[config.mk]
export PLATFORM = sky130hd
export DESIGN_NAME = scan_tap
export DESIGN_NICKNAME = d
export VERILOG_FILES = /design/src/rtl/scan_tap_pkg.sv /design/src/rtl/scan_tap_ctrl.sv /design/src/rtl/scan_tap_dp.sv /design/src/rtl/scan_tap.sv
export SDC_FILE = /design/constraint.sdc
export NUM_CORES = 1
export LEC_CHECK = 0
export ABC_CLOCK_PERIOD_IN_PS = 3760
export BUFFER_PORTS_ARGS = -buffer_cell sky130_fd_sc_hd__buf_2
export CORE_MARGIN = 2
export CORE_UTILIZATION = 45
export DETAILED_ROUTE_END_ITERATION = 7
export GPL_TIMING_DRIVEN = 0
export RECOVER_POWER = 100
export SYNTH_ARGS = -nofsm -noshare
export SYNTH_HDL_FRONTEND = slang
export SYNTH_SLANG_ARGS = --single-unit
[constraint.sdc]
create_clock -name tck -period 3.76 [get_ports tck]
set_input_delay 0.376 -clock tck [delete_from_list [all_inputs] [get_ports tck]]
set_output_delay 0.376 -clock tck [all_outputs]
set_load 0.01 [all_outputs]
[src/rtl/scan_tap_pkg.sv]
package scan_tap_pkg;

  localparam int IR_W = 3;

  localparam logic [IR_W-1:0] OP_EXTEST  = 3'b000;
  localparam logic [IR_W-1:0] OP_IDENT   = 3'b001;
  localparam logic [IR_W-1:0] OP_SAMPLE  = 3'b010;
  localparam logic [IR_W-1:0] IR_CAPTURE = 3'b001;

  typedef enum logic [3:0] {
    ST_RESET, ST_IDLE,
    ST_SEL_DR, ST_CAP_DR, ST_SHIFT_DR, ST_EXIT1_DR, ST_PAUSE_DR, ST_EXIT2_DR, ST_UPD_DR,
    ST_SEL_IR, ST_CAP_IR, ST_SHIFT_IR, ST_EXIT1_IR, ST_PAUSE_IR, ST_EXIT2_IR, ST_UPD_IR
  } tapState_t;

  typedef struct packed {
    logic captureIr;
    logic shiftIr;
    logic updateIr;
    logic captureDr;
    logic shiftDr;
    logic updateDr;
    logic clearIr;
  } tapStrobes_t;

endpackage

[src/rtl/scan_tap_ctrl.sv]
module scan_tap_ctrl
  import scan_tap_pkg::*;
(
  input  logic        tck,
  input  logic        trstN,
  input  logic        tms,
  output tapState_t   state,
  output tapStrobes_t strobes
);

  tapState_t nextState;

  always_comb begin
    unique case (state)
      ST_RESET:    nextState = tms ? ST_RESET    : ST_IDLE;
      ST_IDLE:     nextState = tms ? ST_SEL_DR   : ST_IDLE;
      ST_SEL_DR:   nextState = tms ? ST_SEL_IR   : ST_CAP_DR;
      ST_CAP_DR:   nextState = tms ? ST_EXIT1_DR : ST_SHIFT_DR;
      ST_SHIFT_DR: nextState = tms ? ST_EXIT1_DR : ST_SHIFT_DR;
      ST_EXIT1_DR: nextState = tms ? ST_UPD_DR   : ST_PAUSE_DR;
      ST_PAUSE_DR: nextState = tms ? ST_EXIT2_DR : ST_PAUSE_DR;
      ST_EXIT2_DR: nextState = tms ? ST_UPD_DR   : ST_SHIFT_DR;
      ST_UPD_DR:   nextState = tms ? ST_SEL_DR   : ST_IDLE;
      ST_SEL_IR:   nextState = tms ? ST_RESET    : ST_CAP_IR;
      ST_CAP_IR:   nextState = tms ? ST_EXIT1_IR : ST_SHIFT_IR;
      ST_SHIFT_IR: nextState = tms ? ST_EXIT1_IR : ST_SHIFT_IR;
      ST_EXIT1_IR: nextState = tms ? ST_UPD_IR   : ST_PAUSE_IR;
      ST_PAUSE_IR: nextState = tms ? ST_EXIT2_IR : ST_PAUSE_IR;
      ST_EXIT2_IR: nextState = tms ? ST_UPD_IR   : ST_SHIFT_IR;
      ST_UPD_IR:   nextState = tms ? ST_SEL_DR   : ST_IDLE;
      default:     nextState = ST_RESET;
    endcase
  end

  always_ff @(posedge tck or negedge trstN) begin
    if (!trstN) state <= ST_RESET;
    else        state <= nextState;
  end

  always_comb begin
    strobes.captureIr = (state == ST_CAP_IR);
    strobes.shiftIr   = (state == ST_SHIFT_IR);
    strobes.updateIr  = (state == ST_UPD_IR);
    strobes.captureDr = (state == ST_CAP_DR);
    strobes.shiftDr   = (state == ST_SHIFT_DR);
    strobes.updateDr  = (state == ST_UPD_DR);
    strobes.clearIr   = (nextState == ST_RESET);
  end

endmodule

[src/rtl/scan_tap_dp.sv]
module scan_tap_dp
  import scan_tap_pkg::*;
#(
  parameter int          BSR_LEN = 8,
  parameter logic [31:0] ID_CODE = 32'h0C5A_E2D3
) (
  input  logic                tck,
  input  logic                trstN,
  input  logic                tdi,
  input  tapStrobes_t         strobes,
  input  logic [BSR_LEN-1:0]  pinIn,
  output logic [IR_W-1:0]     irStage,
  output logic [IR_W-1:0]     irActive,
  output logic [BSR_LEN-1:0]  pinOut,
  output logic                extestMode,
  output logic                tdo,
  output logic                tdoEn
);

  localparam int ID_W = 32;

  logic [ID_W-1:0]    idShift;
  logic               bypassBit;
  logic [BSR_LEN-1:0] bsrShift;
  logic               selBsr, selId, selByp, drBit, shifting;

  assign selBsr     = (irActive == OP_EXTEST) || (irActive == OP_SAMPLE);
  assign selId      = (irActive == OP_IDENT);
  assign selByp     = !selBsr && !selId;
  assign extestMode = (irActive == OP_EXTEST);

  always_ff @(posedge tck or negedge trstN) begin
    if (!trstN) begin
      irStage  <= IR_CAPTURE;
      irActive <= OP_IDENT;
    end else begin
      if (strobes.captureIr)    irStage <= IR_CAPTURE;
      else if (strobes.shiftIr) irStage <= {tdi, irStage[IR_W-1:1]};
      if (strobes.clearIr)       irActive <= OP_IDENT;
      else if (strobes.updateIr) irActive <= irStage;
    end
  end

  always_ff @(posedge tck or negedge trstN) begin
    if (!trstN) begin
      idShift   <= '0;
      bypassBit <= 1'b0;
    end else begin
      if (strobes.captureDr && selId)    idShift <= ID_CODE;
      else if (strobes.shiftDr && selId) idShift <= {tdi, idShift[ID_W-1:1]};
      if (strobes.captureDr && selByp)    bypassBit <= 1'b0;
      else if (strobes.shiftDr && selByp) bypassBit <= tdi;
    end
  end

  generate
    if (BSR_LEN == 1) begin : g_bsrSingle
      always_ff @(posedge tck or negedge trstN) begin
        if (!trstN)                          bsrShift <= '0;
        else if (strobes.captureDr && selBsr) bsrShift <= pinIn;
        else if (strobes.shiftDr && selBsr)   bsrShift <= tdi;
      end
    end else begin : g_bsrChain
      always_ff @(posedge tck or negedge trstN) begin
        if (!trstN)                          bsrShift <= '0;
        else if (strobes.captureDr && selBsr) bsrShift <= pinIn;
        else if (strobes.shiftDr && selBsr)   bsrShift <= {tdi, bsrShift[BSR_LEN-1:1]};
      end
    end
  endgenerate

  always_ff @(posedge tck or negedge trstN) begin
    if (!trstN)                          pinOut <= '0;
    else if (strobes.updateDr && selBsr) pinOut <= bsrShift;
  end

  assign drBit    = selBsr ? bsrShift[0] : (selId ? idShift[0] : bypassBit);
  assign shifting = strobes.shiftIr || strobes.shiftDr;

  always_ff @(negedge tck or negedge trstN) begin
    if (!trstN) begin
      tdo   <= 1'b0;
      tdoEn <= 1'b0;
    end else begin
      tdoEn <= shifting;
      tdo   <= shifting ? (strobes.shiftIr ? irStage[0] : drBit) : 1'b0;
    end
  end

endmodule

[src/rtl/scan_tap.sv]
module scan_tap
  import scan_tap_pkg::*;
#(
  parameter int          BSR_LEN = 8,
  parameter logic [31:0] ID_CODE = 32'h0C5A_E2D3
) (
  input  logic               tck,
  input  logic               tms,
  input  logic               tdi,
  input  logic               trstN,
  input  logic [BSR_LEN-1:0] pinIn,
  output logic               tdo,
  output logic               tdoEn,
  output logic [BSR_LEN-1:0] pinOut,
  output logic               extestMode
);

  tapState_t       tapState;
  tapStrobes_t     strobes;
  logic [IR_W-1:0] irStage;
  logic [IR_W-1:0] irActive;

  scan_tap_ctrl u_ctrl (
    .tck     (tck),
    .trstN   (trstN),
    .tms     (tms),
    .state   (tapState),
    .strobes (strobes)
  );

  scan_tap_dp #(.BSR_LEN(BSR_LEN), .ID_CODE(ID_CODE)) u_dp (
    .tck        (tck),
    .trstN      (trstN),
    .tdi        (tdi),
    .strobes    (strobes),
    .pinIn      (pinIn),
    .irStage    (irStage),
    .irActive   (irActive),
    .pinOut     (pinOut),
    .extestMode (extestMode),
    .tdo        (tdo),
    .tdoEn      (tdoEn)
  );

endmodule

---- Yosys cells after proc, flatten, opt, wreduce, memory -nomap -nowiden ----
Index checks and enable logic that the tools add are counted.
storage, ports and cells
  register bits after elaboration ......... 61
  bits in latches ......................... 0
  memory bits (writable) .................. 0
  bits in read-only memories .............. 0
  output and inout bits ................... 11
  logic and storage cells ................. 76
  memories kept ........................... 0
cells by class
  $add $sub $neg .......................... 0
  multiply operators ...................... 0
  div/mod/pow operators ................... 0
  $lt $le $gt $ge ......................... 0
  eq/ne operators ......................... 17
  shifts and indexed selects .............. 0
  mux-type cells .......................... 27
  bitwise operators ....................... 0
  reduce and logical (&&, ||, !) cells .... 23
operators by type and width
  cell                  number
  $mux W32              2
  $pmux W4 S12          1
  $eq A4 B4 Y1 const B  8
  $mux W3               6
  $eq A4 B3 Y1 const B  4
  $mux W4               4
  $mux W8               2
  $reduce_bool A2 Y1    5
  $mux W1               9
  $eq A4 B2 Y1 const B  2
  $logic_and A1 B1 Y1   8
  $logic_not A4 Y1      2
  $mux W2               3
  $eq A4 B1 Y1 const B  1
  $reduce_or A2 Y1      2
  $eq A3 B1 Y1 const B  1
  $eq A3 B2 Y1 const B  1
  $logic_not A3 Y1      1
  $reduce_or A3 Y1      1
  $logic_not A1 Y1      2
  $logic_or A1 B1 Y1    2

---- Longest topological paths before layout ----
Gate-level depths: netlist of the first run.
  depth in word-level cells ............... 7
  mapped depth ............................ 6
  depth with buffers taken out ............ 3

---- Hierarchy ----
Synthesis of the first run repeated with hierarchy kept, for this count alone.
unflattened totals
  cell total of the unflattened synthesis .. 276
  area total of the unflattened synthesis .. 3,017.9 sq um
modules (own cells, without submodules)
  module         instances  cells an instance  area an instance (sq um)  seq. area each (sq um)
  scan_tap_dp    1          230                2,646.3                   1,428.9
  scan_tap_ctrl  1          46                 371.6                     100.1

==> results_dict.tcl, run 1 <==
set metrics [dict create \
    run_status "finished with violations" \
    failed_checks "capacitance limit, slew limit" \
    routed_wl_mm 5.31 \
    finClkSkew_ps 13.0 \
    leakagePower_nw 1.54 \
    cts.path.max_buffers 2 \
    area_growth_pct 12.3 \
    crit_top_cell "clkbuf_1" \
    worst_setup_path_end_kind "register" \
    clock_latency_ps 340 \
    ys_ff_latch 61 \
    diodes 0 \
    cp.arrival_ps 1940 \
    worst_path_max_delay_cell "or4b_1" \
    synth_ff_type "dfrtp_1" \
    cts_resized 0 \
    synth-adder-area-share 0 \
    layout.nets 298 \
    ios 23 \
    drive_above_1_share 0.227 \
    yosys-mux-area-fraction 0.231 \
    via_per_inst 5.07 \
    crit_family "simple AND/OR/NAND/NOR gates" \
    pwr-share-clk 0.218 \
    vias 1864 \
    cts_tree "yes" \
    gp_congestion 0.794 \
    synth_compound_area_frac 0.0626 \
    grtUsageTotal 0.167 \
    critPathKind "reg2reg" \
    ys_warn_count 0 \
    hp-class "in2async" \
    antenna_found_initial 0 \
    synth_fp_nets 266 \
    async_reset_ff_frac 1.00 \
    synth.cell_area_sq_um 2880 \
    postSynthCellCount 254 \
    worst_setup_path_start_kind "register" \
    cts_max_level 3 \
    synth_cell_type_count 39 \
    cts_hold_buf 0 \
    maxCapViolCount 1 \
    synthSimpleGateAreaFrac 0.114 \
    dp_slack_ps 380 \
    coreArea_sq_um 6280 \
    syn-mean-instance-area_sq_um 11.3 \
    power-per-cell-area_nw_per_um2 836 \
    initial_utilization 0.458 \
    combPwrFrac 0.394 \
    cp.required_ps 2250 \
    rsz0062_at_grt "false" \
    grt_overflow 0 \
    dp_cells 352 \
    clkSlewWorstSetupHoldPaths_ps 80 \
    cts_setup_buffers 0 \
    critPathMaxFanout 10 \
    worst_slack_ps 308 \
    setup_viol 0 \
    routedWlPerCell_um 14.4 \
    setup_tns_ps 0 \
    cp_cell_sequence "clkbuf_1 -> or4b_1 -> clkbuf_1 -> nor3_1 -> a21o_1" \
    synth_top_family_by_area "multiplexers" \
    most-common-layout-cells "dfrtp_1 (57), mux2_2 (31), nand2_1 (24), clkbuf_1 (22)" \
    grt_start_max_net_pins 62 \
    finalMaxSlewViolations 6 \
    synth-edff-count 0 \
    slowest_delay_ps 520 \
    synth_xor_area_frac 0.00304 \
    io_buffers 21 \
    power_switching_mw 0.976 \
    cts_buffers 9 \
    final_common_cell "dfrtp_1" \
    cts_sinks 61 \
    die_area_sq_um 7050 \
    hold_violations 0 \
    die_h_um 84.0 \
    crit_buf_inv 2 \
    dp_hpwl_mm 3.47 \
    drtAntennaViolNets 0 \
    grt_pass1_wl_mm 9.09 \
    drtPass1Iterations 4 \
    slew_headroom -0.0648 \
    die_w_um 84.0 \
    intPower_mw 1.72 \
    tightestPinTransition_ps 1560 \
    seq_area_frac_synth 0.531 \
    ir_drop_v 0.000347 \
    final_core_util 0.515 \
    root_buffer "clkbuf_8" \
    grt_pass1_vias 1886 \
    swShare 0.361 \
    drc_errors 0 \
    seq_power_share 0.388 \
    placementRows 29 \
    dr.first_iter.drc_count 85 \
    fin_cells 368 \
]
stage by stage:
| step | hold WS [ps] | power, mW | cell area, sq um |
|---|---|---|---|
| after global routing | 161 | 2.92 | 3230 |
| after CTS | 141 | 2.78 | 3280 |
| final | 115 | 2.70 | 3230 |
| after floorplan | 80.4 | 1.92 | 2880 |
| after global placement | 467 | 2.16 | 3080 |
| after detailed placement | 475 | 2.19 | 3080 |
worst register-to-register path, cell delays in order (launching register included):
cell and delay [ps]:
dfrtp_1 370, clkbuf_1 200, or4b_1 520, clkbuf_1 160, nor3_1 200, a21o_1 150
sequential cells by signal, summed over array words and instances (netlist names):
| name | cells |
|---|---|
| u_dp.irActive | 3 |
| u_dp.bsrShift | 8 |
| u_ctrl.state | 4 |
| u_dp.pinOut | 8 |
| u_dp.bypassBit | 1 |
| u_dp.idShift | 32 |
| u_dp.tdoEn | 1 |
| u_dp.tdo | 1 |
| u_dp.irStage | 3 |
power groups by stage:
stage               registers [mW]  logic, mW  clock network, mW
finish                        1.05       1.06              0.588
CTS                           1.05       1.13              0.602
global route                  1.08       1.21              0.631
global placement              1.06       1.10                  0
detailed placement            1.06       1.12                  0
floorplan                     1.04      0.879                  0
worst paths after layout:
| path | from | end | slack [ps] | cells past startpoint |
|---|---|---|---|---|
| setup / recovery | u_ctrl.state[1] | u_dp.tdo | 310 | 5 |
| hold / removal | trstN | u_dp.idShift[28] | 120 | 1 |
| setup reg to reg | u_ctrl.state[1] | u_dp.tdo | 310 | 5 |
| hold reg to reg | u_dp.irStage[0] | u_dp.irStage[0] | 490 | 2 |
| max in group asynchronous | trstN | u_dp.tdoEn | 1340 | 1 |
| min in group tck | tdi | u_dp.irStage[2] | 330 | 3 |
per-layer routing:
metal	up-vias	GRT usage	wire, um
met1	909	0.213	2620
met4	0	0.0704	99
met5	-	0	0
met3	8	0.0504	137
met2	21	0.265	2450
li1	926	-	-
Yosys cell counts (all sizes together) (2+ instances only):
cell type,number,area (sq um)
mux2,43,484
mux2i,18,180
dfrtp,57,1430
nand2b,2,12.5
nor2,20,75.1
a211oi,4,42.5
o21ai,9,45.0
nor3,6,30.0
dfstp,2,52.6
buf,9,58.8
inv,20,75.1
nand3,3,15.0
nor2b,4,25.0
dfrtn,2,50.1
nand2,24,90.1
a21oi,5,25.0
clkbuf,9,33.8
layout make-up:
type	count	area, sq um
buffer	18	90.1
clock buffer	9	124
clock inverter	7	73.8
fill	588	3050
inverter	20	75.1
multi-input combinational	155	1150
sequential	61	1530
tap	77	96.3
timing repair buffer	21	93.8
kinds of logic after synthesis:
| logic type | after synthesis |
|---|---|
| and+or+nand+nor | 69 |
| muxes | 61 |
| DFF | 61 |
| buffers and inverters | 38 |
| AOI/OAI and AO/OA | 24 |
| xor gates and xnor gates | 1 |
Note: power is estimated with default switching activity, not from simulation.
==> run 2, diff against run 1 <==
ABC_CLOCK_PERIOD_IN_PS = 4400   (was 3760)
CORE_UTILIZATION = 55   (was 45)
PLACE_DENSITY = 0.74   (was default)
clock period = 4.4 ns   (was 3.76 ns; I/O delays follow)
==> run 2 against run 1 <==
  * The flow now finishes without violations
  * Clock power decreased by 18%
  * First-iteration DRC count shrank 5.9%
  * Design area is 1.0% lower
  * Sequential share of layout area grew 0.50 points
==> results_dict.tcl, run 2 (synthesized netlist as in run 1, its figures left out) <==
set metrics [dict create \
    ff_latch_area_sq_um 1530 \
    cts_setup_buffers 0 \
    drc_errors 0 \
    power_switching_mw 0.817 \
    whs_ps 181 \
    cp.arrival_ps 1950 \
    vias 1911 \
    largest_register_ffs 32 \
    root_buffer "clkbuf_8" \
    cp.required_ps 2560 \
    cts_hold_buf 0 \
    diodes 0 \
    via_per_inst 5.29 \
    cts_tree "yes" \
    critPathKind "reg2reg" \
    largestRegisters "u_dp.idShift x32, u_dp.bsrShift x8, u_dp.pinOut x8" \
    critPathMaxFanout 9 \
    intPower_mw 1.46 \
    swShare 0.360 \
    ios 23 \
    seq_power_share 0.395 \
    hp-class "in2async" \
    grtUsageTotal 0.190 \
    layout.nets 298 \
    io_buffers 21 \
    area_growth_pct 11.1 \
    dp_hpwl_mm 3.34 \
    grt_pass1_wl_mm 8.69 \
    ir_drop_v 0.000332 \
    clock_latency_ps 340 \
    die_w_um 76.3 \
    maxCapViolCount 0 \
    routedWlPerCell_um 14.3 \
    setup_tns_ps 0 \
    final_common_cell "dfrtp_1" \
    cts_resized 0 \
    slew_headroom 0.115 \
    grt_start_max_net_pins 62 \
    leakagePower_nw 1.53 \
    combPwrFrac 0.394 \
    drive_above_1_share 0.213 \
    cts.path.max_buffers 2 \
    worst_setup_path_start_kind "register" \
    cts_sinks 61 \
    tightestPinTransition_ps 1290 \
    gp_congestion 0.817 \
    cts_buffers 9 \
    dr.first_iter.drc_count 80 \
    die_area_sq_um 5830 \
    placementRows 26 \
    initial_utilization 0.567 \
    nFillCells 436 \
    worst_setup_path_end_kind "register" \
    power-per-cell-area_nw_per_um2 710 \
    grt_overflow 0 \
    regMostFlops "u_dp.idShift" \
    drtAntennaViolNets 0 \
    antenna_found_initial 0 \
    hold_violations 0 \
    grt_pass1_vias 1878 \
    finalMaxSlewViolations 0 \
    most-common-layout-cells "dfrtp_1 (57), mux2_2 (31), clkbuf_1 (26), nand2_1 (24)" \
    setup_viol 0 \
    cts_max_level 3 \
    pwr-share-clk 0.212 \
    r2r_cells 5 \
    finClkSkew_ps 11.5 \
    coreArea_sq_um 5070 \
    drtPass1Iterations 4 \
    routed_wl_mm 5.15 \
    clkSlewWorstSetupHoldPaths_ps 70 \
    multi_input_area_sq_um 1150 \
    run_status "complete, no violations" \
    rsz0062_at_grt "false" \
    die_h_um 76.3 \
]
## run 2: power by group through the flow
stage          Sequential [mW]  Clock (mW)  Combinational (mW)
4_1_cts                  0.899       0.495               0.960
2_1_floorplan            0.888           0               0.751
3_3_place_gp             0.900           0               0.927
6_report                 0.897       0.481               0.894
3_5_place_dp             0.909           0               0.952
5_1_grt                  0.922       0.521               0.999
## run 2: critical path: stages (launching register included)
cell and delay, ps:
dfrtp_1 320, clkbuf_1 310, or4b_1 460, clkbuf_1 160, nor3_1 220, a21o_1 140
## run 2: stage by stage
stage | power [mW] | instances | cell area [sq um] | utilization | setup slack (ps)
finish | 2.27 | 361 | 3200 | 0.630 | 614
global route | 2.44 | 361 | 3200 | 0.630 | 466
CTS | 2.35 | 361 | 3260 | 0.643 | 686
detailed placement | 1.86 | 345 | 3070 | 0.605 | 626
global placement | 1.83 | 345 | 3070 | 0.605 | 606
floorplan | 1.64 | 254 | 2880 | - | 795
## run 2: path summary, 6_finish.rpt
| check | from | endpoint | slack [ps] |
|---|---|---|---|
| min | trstN | u_dp.idShift[30] | 180 |
| max in group asynchronous | trstN | u_dp.tdoEn | 1620 |
| min in group tck | tdi | u_dp.irStage[2] | 400 |
| max reg2reg | u_ctrl.state[2] | u_dp.tdo | 610 |
| min reg2reg | u_dp.idShift[29] | u_dp.idShift[29] | 490 |
| max | u_ctrl.state[2] | u_dp.tdo | 610 |
## run 2: final cells by class
class / instances / share of cell area
buffer: 18 / 0.0223
clock inverter: 6 / 0.0200
tap: 70 / 0.0274
sequential: 61 / 0.478
multi-input combinational: 155 / 0.360
inverter: 20 / 0.0235
timing repair buffer: 21 / 0.0293
clock buffer: 10 / 0.0399
## run 2: metal layers
layer	GRT usage	part of all wire	wire length, um	up-vias
met5	0	0	0	-
met4	0.0982	0.010	53	0
met3	0.0367	0.030	152	7
met2	0.303	0.48	2490	35
met1	0.250	0.48	2450	947
li1	-	-	-	922
